## src/rtl/fp32cvt_pkg.sv

```systemverilog
package fp32cvt_pkg;
  localparam int INT_W  = 64;
  localparam int NARROW = 32;
  localparam int MANT_W = 24;
  localparam int FRAC_W = MANT_W - 1;
  localparam int EXP_W  = 8;
  localparam int BIAS   = 127;
  localparam int LZ_W   = $clog2(INT_W) + 1;

  typedef enum logic [1:0] {
    RM_NEAR = 2'b00,
    RM_DOWN = 2'b01,
    RM_UP   = 2'b10,
    RM_ZERO = 2'b11
  } rmode_e;

  function automatic logic [LZ_W-1:0] lead_zeros(input logic [INT_W-1:0] v);
    logic [LZ_W-1:0] n;
    logic            seen;
    n    = '0;
    seen = 1'b0;
    for (int i = INT_W - 1; i >= 0; i--) begin
      if (v[i]) seen = 1'b1;
      if (!seen) n = n + 1'b1;
    end
    return n;
  endfunction

  function automatic logic want_increment(input rmode_e rm, input logic lsb,
                                          input logic g, input logic s);
    logic inc;
    case (rm)
      RM_NEAR: inc = g & (s | lsb);
      RM_UP:   inc = g | s;
      default: inc = 1'b0;
    endcase
    return inc;
  endfunction
endpackage

```

## src/rtl/cvt_mode_sel.sv

```systemverilog
module cvt_mode_sel
  import fp32cvt_pkg::*;
(
  input  logic [INT_W-1:0] src_int,
  input  logic             mode64,
  input  logic             wide_sel,
  input  logic             src_is_reg,
  input  logic             rc_ovr_en,
  input  logic [1:0]       rc_ovr,
  input  logic [1:0]       rc_glb,
  output logic [INT_W-1:0] operand,
  output logic             wide,
  output rmode_e           rm
);
  logic use_ovr;

  assign wide    = mode64 & wide_sel;
  assign use_ovr = src_is_reg & rc_ovr_en;
  assign operand = wide ? src_int : {{(INT_W-NARROW){1'b0}}, src_int[NARROW-1:0]};
  assign rm      = rmode_e'(use_ovr ? rc_ovr : rc_glb);
endmodule

```

## src/rtl/cvt_normalize.sv

```systemverilog
module cvt_normalize
  import fp32cvt_pkg::*;
(
  input  logic [INT_W-1:0]  operand,
  input  logic              wide,
  output logic              is_zero,
  output logic [LZ_W-1:0]   lz,
  output logic [MANT_W-1:0] mant,
  output logic              guard,
  output logic              sticky
);
  logic [INT_W-1:0] norm;

  assign is_zero = (operand == '0);
  assign lz      = lead_zeros(operand);
  assign norm    = operand << lz;
  assign mant    = norm[INT_W-1 -: MANT_W];
  assign guard   = norm[INT_W-MANT_W-1];
  assign sticky  = |norm[INT_W-MANT_W-2:0];

  // a narrow operand must leave the upper half empty after selection
  always_comb begin
    if (!wide && !is_zero) begin
      a_r2_narrow_lz: assert (lz >= LZ_W'(INT_W - NARROW));
    end
  end
endmodule

```

## src/rtl/cvt_round.sv

```systemverilog
module cvt_round
  import fp32cvt_pkg::*;
(
  input  logic              is_zero,
  input  logic [LZ_W-1:0]   lz,
  input  logic [MANT_W-1:0] mant,
  input  logic              guard,
  input  logic              sticky,
  input  rmode_e            rm,
  output logic [31:0]       fp32,
  output logic              inexact
);
  logic              inc;
  logic [MANT_W:0]   sum;
  logic              carry;
  logic [9:0]        exp_full;
  logic [FRAC_W-1:0] frac;

  assign inc      = want_increment(rm, mant[0], guard, sticky);
  assign sum      = {1'b0, mant} + {{MANT_W{1'b0}}, inc};
  assign carry    = sum[MANT_W];
  assign exp_full = 10'(BIAS + INT_W - 1) - 10'(lz) + 10'(carry);
  assign frac     = carry ? '0 : sum[FRAC_W-1:0];
  assign inexact  = !is_zero & (guard | sticky);
  assign fp32     = is_zero ? 32'h0 : {1'b0, exp_full[EXP_W-1:0], frac};

  // exponent field never saturates to the infinity encoding
  always_comb begin
    if (!is_zero) begin
      a_r10_no_overflow: assert (exp_full < 10'd255);
    end
  end
endmodule

```

## src/rtl/uint_fp32_merge.sv

```systemverilog
module uint_fp32_merge
  import fp32cvt_pkg::*;
#(
  parameter int VEC_W  = 128,
  parameter int MAX_VL = 512,
  localparam int EXT_W = MAX_VL - VEC_W
) (
  input  logic              clk,
  input  logic              rst_n,
  input  logic              in_valid,
  input  logic [63:0]       src_int,
  input  logic              src_is_reg,
  input  logic [VEC_W-1:0]  pass_vec,
  input  logic              mode64,
  input  logic              wide_sel,
  input  logic              rc_ovr_en,
  input  logic [1:0]        rc_ovr,
  input  logic [1:0]        rc_glb,
  output logic              out_valid,
  output logic [VEC_W-1:0]  result,
  output logic [EXT_W-1:0]  result_ext,
  output logic              inexact
);
  logic [INT_W-1:0]  operand;
  logic              wide;
  rmode_e            rm;
  logic              op_zero;
  logic [LZ_W-1:0]   lz;
  logic [MANT_W-1:0] mant;
  logic              guard;
  logic              sticky;
  logic [31:0]       fp32;
  logic              ix_comb;

  cvt_mode_sel u_sel (
    .src_int(src_int), .mode64(mode64), .wide_sel(wide_sel),
    .src_is_reg(src_is_reg), .rc_ovr_en(rc_ovr_en), .rc_ovr(rc_ovr),
    .rc_glb(rc_glb), .operand(operand), .wide(wide), .rm(rm)
  );

  cvt_normalize u_norm (
    .operand(operand), .wide(wide), .is_zero(op_zero), .lz(lz),
    .mant(mant), .guard(guard), .sticky(sticky)
  );

  cvt_round u_rnd (
    .is_zero(op_zero), .lz(lz), .mant(mant), .guard(guard),
    .sticky(sticky), .rm(rm), .fp32(fp32), .inexact(ix_comb)
  );

  always_ff @(posedge clk or negedge rst_n) begin
    if (!rst_n) begin
      out_valid <= 1'b0;
      result    <= '0;
      inexact   <= 1'b0;
    end else begin
      out_valid <= in_valid;
      if (in_valid) begin
        result  <= {pass_vec[VEC_W-1:32], fp32};
        inexact <= ix_comb;
      end
    end
  end

  assign result_ext = '0;

  a_r5_merge: assert property (@(posedge clk) disable iff (!rst_n)
    in_valid |=> result[VEC_W-1:32] == $past(pass_vec[VEC_W-1:32]));

  a_r8_sign_clear: assert property (@(posedge clk) disable iff (!rst_n)
    out_valid |-> !result[31]);

  a_r9_zero_plus: assert property (@(posedge clk) disable iff (!rst_n)
    (in_valid && op_zero) |=> (result[31:0] == 32'h0) && !inexact);

  a_r7_small_exact: assert property (@(posedge clk) disable iff (!rst_n)
    (in_valid && (operand >> MANT_W) == '0) |=> !inexact);

  a_r11_valid_follows: assert property (@(posedge clk) disable iff (!rst_n)
    1'b1 |=> out_valid == $past(in_valid));
endmodule

```

## config.mk

```make
export PLATFORM = sky130hd
export DESIGN_NAME = uint_fp32_merge
export DESIGN_NICKNAME = d
export VERILOG_FILES = /design/src/rtl/fp32cvt_pkg.sv /design/src/rtl/cvt_mode_sel.sv /design/src/rtl/cvt_normalize.sv /design/src/rtl/cvt_round.sv /design/src/rtl/uint_fp32_merge.sv
export SDC_FILE = /design/constraint.sdc
export NUM_CORES = 1
export LEC_CHECK = 0
export BUFFER_PORTS_ARGS = -buffer_cell sky130_fd_sc_hd__buf_2
export CAP_MARGIN = 5
export CORE_AREA = 2 2 281 283
export DETAILED_ROUTE_END_ITERATION = 7
export DIE_AREA = 0 0 283 285
export SETUP_SLACK_MARGIN = 0.5
export SYNTH_ARGS = -nofsm -noshare
export SYNTH_HDL_FRONTEND = slang
export SYNTH_HIERARCHICAL = 1
export SYNTH_SLANG_ARGS = --single-unit
```

## constraint.sdc

```tcl
create_clock -name clk -period 0.8 [get_ports clk]
set_input_delay 0.16 -clock clk [delete_from_list [all_inputs] [get_ports clk]]
set_output_delay 0.16 -clock clk [all_outputs]
set_load 0.02 [all_outputs]
```

==> out/metrics.csv, run 1 <==
stage;metric;value;unit
detailed_routing;detailroute.via_count;24300;
synth;synthesis.area_per_instance;7.80;sq um
critical_path;end_kind;flop;
die;boundaryPins;717;
clock_tree;tritoncts;done;
detailed_routing;detail_route.drc_violations;0;
layout;fin_cells;5244;
power;internal_power;72.7;mW
place;dpl.cell_count;5009;
timing;max_freq;0.0372;GHz
place;postPlaceCellArea;0.0312;sq mm
power;p_clk_frac;0.064;
layout;multi_input_area;0.0190;sq mm
global_route;grtUsageTotal;0.187;
power;power.static_leakage;17.1;nW
clock_tree;insertion_delay;0.42;ns
layout;layout-area-overhead-vs-synth;55.8;%
die;die_area;0.0807;sq mm
critical_path;worst_r2r_startpoint;result[92];
global_route;grt_remaining_overflow;0;
critical_path;critical-path-slowest-cell;sky130_fd_sc_hd__or4_4;
global_route;first_pass_grt_wire_length;125000;um
global_route;grt_start_max_net_pins;48;
power;vdd_ir_drop_max;2.27;mV
power;switching_share;0.439;
timing;setup_viol;220;
critical_path;cpPeakStageDelay;0.61;ns
place;dp_hpwl;63700;um
outcome;failing_checks;negative hold slack, negative setup slack;
critical_path;r2r_cells;3;
power;combinational_share_of_power;0.866;
timing;grt_setup_unrepaired;yes;
detailed_routing;postRouteAntennaNets;0;
layout;fill_cells;7493;
clock_tree;max-clock-path-buffers;2;
clock_tree;clk_pin_slew_worst_paths;0.07;ns
critical_path;critPathTopFamily;simple AND/OR/NAND/NOR gates;
detailed_routing;detailedRoute.firstIterationViolations;1360;
global_route;antenna_found_initial;1;
power;power-per-cell-area;3620;mW/mm^2
run;drv_cap;0;
critical_path;critical_path.max_fanout;8;
clock_tree;clock-sinks;130;
place;gp_congestion;0.915;
timing;final_period_minus_worst_setup_slack;26.86;ns
synth;synth_warnings;6;
die;floorplan.core_area;0.0780;sq mm
timing;timing_hold_violations_final;217;
timing;timing.slew.headroom;0.596;
global_route;via_count_of_the_first_global_routing_pass;23500;
timing;final_critical_path_setup_slack;-26.06;ns
layout;nNetsFinal;4447;
critical_path;cp_data_required_time;1.16;ns
critical_path;worst_r2r_endpoint;result[92];
detailed_routing;wirelength;82300;um
detailed_routing;dr.pass1.iters;5;
critical_path;crit_path_frequent_cell;sky130_fd_sc_hd__buf_4;
detailed_routing;route.detailed.wl_per_inst;15.7;um
power;power.sequential.fraction;0.070;
timing;tightest_slew;0.602;ns
die;placementRows;103;
timing;post-route-period-util;33.6;
layout;stdcell_area;0.0357;sq mm
layout;layout.cells.most_common_list;sky130_fd_sc_hd__buf_4 (987), sky130_fd_sc_hd__conb_1 (385), sky130_fd_sc_hd__nor2_1 (264);
clock_tree;cts_buffers;17;
critical_path;ff2ff_setup_slack;-0.24;ns
clock_tree;htree_num_levels;4;
detailed_routing;viasPerCell;4.64;
worst_hold_path;path_type_of_the_worst_min_delay_path;in2async;
critical_path;worstSetupEndpoint;result[21];
critical_path;crit_path_start;mode64;
timing;fin_hold_ws;-0.474;ns
layout;sequential_cell_area;0.00341;sq mm
layout;layout-drive-gt1-share;0.487;
die;die_height;285;um
place;io_buffers;300;
outcome;run_status;finished with violations;
clock_tree;cell_chosen_for_the_clock_root;sky130_fd_sc_hd__clkbuf_16;
synth;mappedNetlistArea;0.0229;sq mm
critical_path;cp_data_arrival_time;27.22;ns
critical_path;cp.depth;161;
critical_path;nature_of_the_critical_path_startpoint;input port;
timing;finalMaxSlewViolations;0;
layout;mostFrequentLayoutCell;sky130_fd_sc_hd__buf_4;
power;total_switching_power;56.8;mW
timing;clock_skew;0;ns
critical_path;worstSetupPathType;in2reg;
critical_path;worst-path-buf-inv;44;
synth;synthCells;2942;
die;initial_utilization;0.294;
die;chipWidth;283;um
worst min path at each step:
| stage | startpoint | to | cells past startpoint |
|---|---|---|---|
| 2_1_floorplan | rst_n | inexact | 0 |
| 3_3_place_gp | rst_n | result[63] | 1 |
| 3_5_place_dp | rst_n | result[63] | 1 |
| 4_1_cts | rst_n | result[63] | 1 |
| 5_1_grt | rst_n | result[63] | 1 |
| 6_report | rst_n | result[63] | 1 |
registers in the layout (all words and copies together) (netlist names):
signal	flops
result	128
inexact	1
out_valid	1
metrics by stage:
stage	TNS [ns]	worst slack [ns]	power, mW	util	hold slack [ns]
2_1_floorplan	-845.68	-26.60	65.5	-	-0.136
3_3_place_gp	-860.48	-26.47	102	0.400	-0.0310
3_5_place_dp	-871.83	-26.83	102	0.400	-0.0288
4_1_cts	-857.10	-25.44	120	0.439	-0.493
5_1_grt	-927.61	-27.54	138	0.458	-0.492
6_report	-875.01	-26.06	130	0.458	-0.474
per-layer routing:
metal / share of wire / wire length, um / global-route usage / vias to the layer above
met2: 0.51 / 41800 / 0.344 / 665
met5: 0 / 0 / 0 / -
met4: 0.018 / 1500 / 0.0404 / 0
li1: - / - / - / 12000
met1: 0.43 / 35700 / 0.238 / 11600
met3: 0.041 / 3360 / 0.0144 / 81
power by group through the flow:
stage	clock (mW)	combinational (mW)	sequential (mW)
final	8.23	112	9.07
after global placement	0	92.8	8.75
after detailed placement	0	93.5	8.81
after global routing	8.71	120	9.21
after CTS	8.39	103	8.98
after floorplan	0	55.3	10.2
worst register-to-register path: cells and delay by family, from the launching register on:
family | cells | cell delay, ns
DFF | 1 | 0.43
muxes | 1 | 0.26
buffers and inverters | 2 | 0.23
final cells by class:
cell class / count / share of cell area
sequential: 130 / 0.0955
tap: 1050 / 0.0368
timing repair buffer: 1383 / 0.310
timing repair inverter: 1 / 0.000245
clock inverter: 14 / 0.00469
inverter: 71 / 0.00809
antenna: 2 / 0.000140
multi-input combinational: 2575 / 0.533
clock buffer: 18 / 0.0123
what timing repair did:
action,CTS,global route
hold endpoints to repair,224,222
pin swaps,118,122
setup buffers,123,70
gates resized for setup,407,204
cloned,6,2
endpoints found under the setup margin,259,259
Note: power is estimated with default switching activity, not from simulation.
==> run 2, diff against run 1 <==
Settings changed: CORE_AREA 2 2 281 283 to 2 2 275 277, DIE_AREA 0 0 283 285 to 0 0 277 279, SYNTH_HIERARCHICAL 1 to not set.
==> out/metrics.csv, run 2 <==
stage;metric;value;unit;change
place;io_buffers;299;;-0.33%
timing;timing_hold_violations_final;196;;-9.7%
layout;mostFrequentLayoutCell;sky130_fd_sc_hd__buf_4;;
synth;netlist_top_cells_area;sky130_fd_sc_hd__dfrtp_1 (14%), sky130_fd_sc_hd__buf_4 (12%), sky130_fd_sc_hd__nand2_1 (5.7%), sky130_fd_sc_hd__mux2_2 (5.3%), sky130_fd_sc_hd__mux2i_1 (4.4%);;
critical_path;worstSetupPathType;in2reg;;
timing;clock_skew;0;ns;unchanged
die;initial_utilization;0.316;;+0.0219
timing;final_period_minus_worst_setup_slack;26.73;ns;-0.132 ns
outcome;failing_checks;negative hold slack, negative setup slack;;
synth;fraction_of_registers_with_async_set_or_reset_after_synthesis;1.00;;
power;total_power;192;mW;+48%
critical_path;critical_path.max_fanout;8;;unchanged
die;die_height;279;um;-2.1%
synth;synth_top_cell_area_share;0.138;;
detailed_routing;wirelength;90700;um;+10%
global_route;first_pass_grt_wire_length;139000;um;+11%
synth;synth_warnings;0;;-6
timing;grt_setup_unrepaired;yes;;
synth;most_frequently_used_cell_type_in_the_post_synthesis_netlist;sky130_fd_sc_hd__buf_4;;
synth;seq_area_frac_synth;0.138;;
synth;synth-seq-cells;129;;
synth;synthCells;3174;;+7.9%
timing;max_freq;0.0374;GHz;+0.49%
layout;layout_top_registers;result (127), inexact (1), out_valid (1);;
critical_path;cpPeakStageDelay;0.52;ns;-0.09 ns
place;gp_congestion;0.943;;+3.1%
layout;layout.cells.most_common_list;sky130_fd_sc_hd__buf_4 (1138), sky130_fd_sc_hd__conb_1 (385), sky130_fd_sc_hd__nand2_1 (347);;
detailed_routing;detailroute.via_count;27100;;+11%
die;die_area;0.0773;sq mm;-4.2%
clock_tree;clk_pin_slew_worst_paths;0.07;ns;about the same
synth;yosysUniqueCellTypes;115;;
clock_tree;insertion_delay;0.41;ns;about the same
layout;fill_cells;7025;;-6.2%
synth;number_of_enable_flip_flop_cells_after_synthesis;0;;
die;floorplan.core_area;0.0741;sq mm;-5.0%
timing;post-route-period-util;33.4;;-0.164
run;drv_cap;0;;unchanged
detailed_routing;dr.pass1.iters;6;;+1
layout;nNetsFinal;4815;;+8.3%
place;dp_hpwl;71400;um;+12%
clock_tree;clock-sinks;129;;-0.77%
global_route;grt_remaining_overflow;0;;unchanged
global_route;grt_start_max_net_pins;65;;+35%
clock_tree;tritoncts;done;;
critical_path;critical-path-slowest-cell;sky130_fd_sc_hd__or4_4;;
synth;mappedNetlistArea;0.0234;sq mm;+2.1%
synth;synth_ff_type;sky130_fd_sc_hd__dfrtp_1;;
die;placementRows;100;;-2.9%
clock_tree;cts_buffers;17;;unchanged
synth;synthesis.area_per_instance;7.38;sq um;-5.4%
layout;stdcell_area;0.0368;sq mm;+3.0%
power;power.static_leakage;17.7;nW;+3.7%
synth;synth_largest_area_cell;sky130_fd_sc_hd__dfrtp_1;;
critical_path;end_kind;flop;;
critical_path;cp_data_required_time;1.09;ns;-0.07 ns
power;vdd_ir_drop_max;4.84;mV;+110%
detailed_routing;route.detailed.wl_per_inst;16.4;um;+4.5%
layout;multi_input_area;0.0192;sq mm;+0.76%
detailed_routing;detail_route.drc_violations;0;;unchanged
layout;layout-area-overhead-vs-synth;57.3;%;
layout;layout-drive-gt1-share;0.445;;-0.0416
layout;largest_register_ffs;127;;-0.78%
critical_path;nature_of_the_critical_path_startpoint;input port;;
timing;fin_hold_ws;-0.404;ns;+0.0703 ns
layout;sequential_cell_area;0.00339;sq mm;-0.77%
timing;finalMaxSlewViolations;0;;unchanged
timing;setup_viol;214;;-2.7%
die;chipWidth;277;um;-2.1%
critical_path;cp_data_arrival_time;27.01;ns;-0.21 ns
clock_tree;htree_num_levels;4;;unchanged
timing;fin_tns_setup;-869.08;ns;+5.93 ns
clock_tree;max-clock-path-buffers;2;;unchanged
global_route;grtUsageTotal;0.218;;+0.0304
timing;final_critical_path_setup_slack;-25.93;ns;+0.132 ns
global_route;antenna_found_initial;6;;+5
critical_path;crit_path_frequent_cell;sky130_fd_sc_hd__ha_1;;
die;boundaryPins;717;;unchanged
timing;timing.slew.headroom;0.453;;-0.144
detailed_routing;detailedRoute.firstIterationViolations;1862;;+37%
place;postPlaceCellArea;0.0328;sq mm;+5.3%
global_route;via_count_of_the_first_global_routing_pass;25700;;+9.6%
synth;synth.cells.most_frequent;sky130_fd_sc_hd__buf_4 (389), sky130_fd_sc_hd__nand2_1 (355), sky130_fd_sc_hd__nor2_1 (264);;
worst_hold_path;path_type_of_the_worst_min_delay_path;in2async;;
detailed_routing;postRouteAntennaNets;0;;unchanged
layout;max_flop_register;result;;
clock_tree;cell_chosen_for_the_clock_root;sky130_fd_sc_hd__clkbuf_16;;
outcome;run_status;finished with violations;;
power;power-per-cell-area;5200;mW/mm^2;+44%
detailed_routing;viasPerCell;4.89;;+5.4%
timing;tightest_slew;0.821;ns;+0.220 ns
-- run 2: timing repair --
action / 4_1_cts / 5_1_grt
buffers inserted: 123 / 65
endpoints found under the hold margin: 223 / 222
gates resized for setup: 382 / 98
gates cloned: 9 / 0
setup endpoints to repair: 258 / 257
pin swaps: 91 / 86
-- run 2: metal layers --
metal  track usage  wire length (um)  part of all wire
met1         0.286             40400              0.45
met2         0.379             43900              0.48
met3        0.0206              4130             0.046
met4        0.0588              2270             0.025
met5             0                27           0.00030
-- run 2: kinds of logic (layout without fill, tap and decap cells) --
kind of cell,after synthesis,count (layout),synth area share
and+or+nand+nor,1143,1143,0.240
AOI/OAI and AO/OA,741,741,0.206
buffers and inverters,647,1648,0.169
xor gates and xnor gates,221,223,0.108
muxes,219,219,0.101
DFF,129,129,0.138
adders and majority gates,73,73,0.0380
other,1,388,0.000160
-- run 2: path summary, 6_finish.rpt --
kind | startpoint | endpoint | slack (ns) | cells after the start
hold reg to reg | result[122] | result[122] | 0.53 | 1
min in group clk | pass_vec[85] | result[85] | -0.03 | 2
max in group asynchronous | rst_n | result[38] | 0.64 | 2
setup reg to reg | result[59] | result[59] | -0.24 | 3
setup / recovery | src_int[61] | result[29] | -25.93 | 172
hold / removal | rst_n | out_valid | -0.40 | 1
-- run 2: stage by stage --
stage	setup WS (ns)	utilization	std cells
2_1_floorplan	-26.92	-	3558
3_3_place_gp	-25.78	0.443	5301
3_5_place_dp	-26.54	0.443	5301
4_1_cts	-25.27	0.485	5465
5_1_grt	-27.37	0.497	5532
6_report	-25.93	0.497	5533
-- run 2: report_power, final --
group | internal [mW] | switching [mW]
combinational | 88.6 | 86.5
sequential | 8.09 | 0.988
clock | 4.41 | 3.07
total | 101 | 90.5
-- run 2: final cells by class --
| type | instances | area share |
|---|---|---|
| inverters | 86 | 0.00883 |
| repair buffers | 1529 | 0.330 |
| repair inverters | 1 | 0.000204 |
| clock buffers | 19 | 0.0120 |
| multi-input cells | 2784 | 0.521 |
| well taps | 969 | 0.0329 |
| clock inverters | 13 | 0.00343 |
| flip-flops and latches | 129 | 0.0919 |
| diodes | 3 | 0.000204 |
-- run 2: critical path: cells and delay by family --
kind	cells	cell delay, ns
AOI/OAI and AO/OA	68	8.80
adders and majority gates	31	8.33
and+or+nand+nor	50	6.13
muxes	10	2.02
buffers and inverters	10	1.12
xor gates and xnor gates	3	0.40
==> run 3, diff against run 2 <==
Settings changed: BUFFER_PORTS_ARGS -buffer_cell sky130_fd_sc_hd__buf_2 to not set, CORE_AREA 2 2 275 277 to 2 2 282 284, DIE_AREA 0 0 277 279 to 0 0 284 286, DONT_BUFFER_PORTS set to 1.
==> out/metrics.csv, run 3 (synthesized netlist as in run 2, its figures left out) <==
stage;metric;value;unit;change
outcome;run_status;finished with violations;;
outcome;failing_checks;negative hold slack, negative setup slack;;
place;gp_congestion;0.910;;-3.5%
critical_path;critical-path-slowest-cell;sky130_fd_sc_hd__or4_4;;
timing;max_freq;0.0371;GHz;-0.78%
critical_path;ff2ff_setup_slack;-0.13;ns;+0.11 ns
timing;grt_setup_unrepaired;yes;;
detailed_routing;postRouteAntennaNets;0;;unchanged
power;power-per-cell-area;5410;mW/mm^2;+4.0%
clock_tree;clock-sinks;129;;unchanged
layout;layout.cells.most_common_list;sky130_fd_sc_hd__buf_4 (1000), sky130_fd_sc_hd__conb_1 (385), sky130_fd_sc_hd__nand2_1 (345);;
critical_path;worst-path-buf-inv;21;;+11
global_route;first_pass_grt_wire_length;129000;um;-6.8%
timing;clock_skew;0;ns;unchanged
die;die_area;0.0812;sq mm;+5.1%
critical_path;critPathTopFamily;compound AO/OA/AOI/OAI gates;;
clock_tree;cell_chosen_for_the_clock_root;sky130_fd_sc_hd__clkbuf_16;;
timing;finalMaxSlewViolations;0;;unchanged
power;switching_share;0.465;;-0.00727
run;drv_cap;0;;unchanged
power;power.static_leakage;16.0;nW;-9.4%
global_route;grtUsageTotal;0.193;;-0.0243
clock_tree;tritoncts;done;;
detailed_routing;detail_route.drc_violations;0;;unchanged
critical_path;worst_r2r_startpoint;result[102];;
global_route;via_count_of_the_first_global_routing_pass;23800;;-7.4%
critical_path;r2r_cells;2;;-1
timing;timing_hold_violations_final;226;;+15%
layout;max_flop_register;result;;
clock_tree;max-clock-path-buffers;2;;unchanged
die;placementRows;103;;+3.0%
critical_path;cp_data_arrival_time;27.22;ns;+0.21 ns
critical_path;worstSetupPathType;in2reg;;
die;initial_utilization;0.299;;-0.0173
detailed_routing;detailroute.via_count;25700;;-5.0%
detailed_routing;detailedRoute.firstIterationViolations;1766;;-5.2%
die;chipWidth;284;um;+2.5%
die;die_height;286;um;+2.5%
die;floorplan.core_area;0.0784;sq mm;+5.8%
timing;tightest_slew;0.758;ns;-0.0630 ns
timing;setup_viol;193;;-9.8%
detailed_routing;viasPerCell;4.90;;+0.20%
layout;fill_cells;7775;;+11%
critical_path;cp_data_required_time;1.08;ns;about the same
power;internal_power;99.3;mW;-1.7%
power;combinational_share_of_power;0.908;;-0.006
clock_tree;htree_num_levels;4;;unchanged
clock_tree;cts_buffers;17;;unchanged
global_route;grt_start_max_net_pins;130;;+100%
power;total_switching_power;86.4;mW;-4.6%
die;boundaryPins;717;;unchanged
layout;layout-drive-gt1-share;0.399;;-0.0465
timing;final_critical_path_setup_slack;-26.14;ns;-0.210 ns
detailed_routing;dr.pass1.iters;8;;+2
place;dp_hpwl;68400;um;-4.2%
layout;mostFrequentLayoutCell;sky130_fd_sc_hd__buf_4;;
timing;post-route-period-util;33.7;;+0.262
timing;timing.slew.headroom;0.495;;+0.0420
timing;fin_hold_ws;-0.561;ns;-0.157 ns
layout;nNetsFinal;4451;;-7.6%
detailed_routing;wirelength;86000;um;-5.3%
clock_tree;insertion_delay;0.40;ns;about the same
layout;layout_top_registers;result (127), inexact (1), out_valid (1);;
clock_tree;clk_pin_slew_worst_paths;0.06;ns;about the same
critical_path;critical_path.max_fanout;16;;+8
place;io_buffers;0;;-100%
critical_path;worst_r2r_endpoint;result[102];;
critical_path;end_kind;flop;;
global_route;grt_remaining_overflow;0;;unchanged
power;p_clk_frac;0.041;;+0.002
timing;final_period_minus_worst_setup_slack;26.94;ns;+0.210 ns
power;power.sequential.fraction;0.050;;+0.003
critical_path;nature_of_the_critical_path_startpoint;input port;;
power;vdd_ir_drop_max;4.29;mV;-11%
global_route;antenna_found_initial;0;;-6
critical_path;crit_path_frequent_cell;sky130_fd_sc_hd__ha_1;;
power;total_power;186;mW;-3.1%
worst_hold_path;path_type_of_the_worst_min_delay_path;in2async;;
layout;layout-area-overhead-vs-synth;46.6;%;
critical_path;cpPeakStageDelay;0.53;ns;about the same
detailed_routing;route.detailed.wl_per_inst;16.4;um;-0.11%
timing;fin_tns_setup;-868.19;ns;+0.888 ns
layout;num_antenna_cells;0;;-3
layout;largest_register_ffs;127;;unchanged
==> run 3: through the flow <==
stage / utilization / cells / cell area [sq um] / worst slack, ns / hold WS (ns)
after detailed placement: 0.404 / 5109 / 31700 / -26.41 / -0.133
after CTS: 0.422 / 5179 / 33000 / -25.46 / -0.580
final: 0.438 / 5247 / 34300 / -26.14 / -0.561
after global routing: 0.438 / 5247 / 34300 / -27.62 / -0.589
after floorplan: - / 3558 / 26200 / -26.92 / -0.136
after global placement: 0.404 / 5109 / 31700 / -25.69 / -0.133
==> run 3: power by group through the flow <==
stage / registers, mW / logic (mW) / clock network, mW
6_report: 9.31 / 169 / 7.69
5_1_grt: 9.45 / 174 / 8.17
4_1_cts: 9.26 / 160 / 7.85
3_5_place_dp: 9.23 / 156 / 0
3_3_place_gp: 9.16 / 155 / 0
2_1_floorplan: 10.3 / 87.8 / 0
==> run 3: layout make-up <==
type	instances	area [sq um]	share of cell area
multi-input cells	2783	19100	0.558
repair buffers	1167	9570	0.279
flip-flops and latches	129	3390	0.0987
well taps	1050	1310	0.0383
clock buffers	17	425	0.0124
inverters	86	328	0.00955
clock inverters	15	164	0.00478
==> run 3: worst reg2reg max path, stage by stage (launching register included) <==
cell	delay, ns
sky130_fd_sc_hd__dfrtp_2	0.43
sky130_fd_sc_hd__buf_6	0.12
sky130_fd_sc_hd__mux2_4	0.26
==> run 3: repair_timing <==
action / CTS / global route
endpoints found under the hold margin: 249 / 248
gates resized for setup: 116 / 169
pin swaps: 44 / 97
gates cloned: 1 / 4
setup buffers: 37 / 64
setup endpoints to repair: 257 / 257
==> run 3: how the worst max path moves through the flow <==
stage / from / to / cells after the start
floorplan: mode64 / result[29] / 182
global placement: src_int[61] / result[29] / 168
detailed placement: src_int[61] / result[29] / 168
CTS: src_int[61] / result[29] / 176
global route: mode64 / result[29] / 170
finish: mode64 / result[29] / 172
==> run 3: metal layers <==
layer,share of wire,vias to the layer above,global-route usage
li1,-,12600,-
met1,0.44,12100,0.255
met2,0.49,873,0.338
met3,0.061,81,0.0268
met4,0.014,0,0.0342
met5,0,-,0
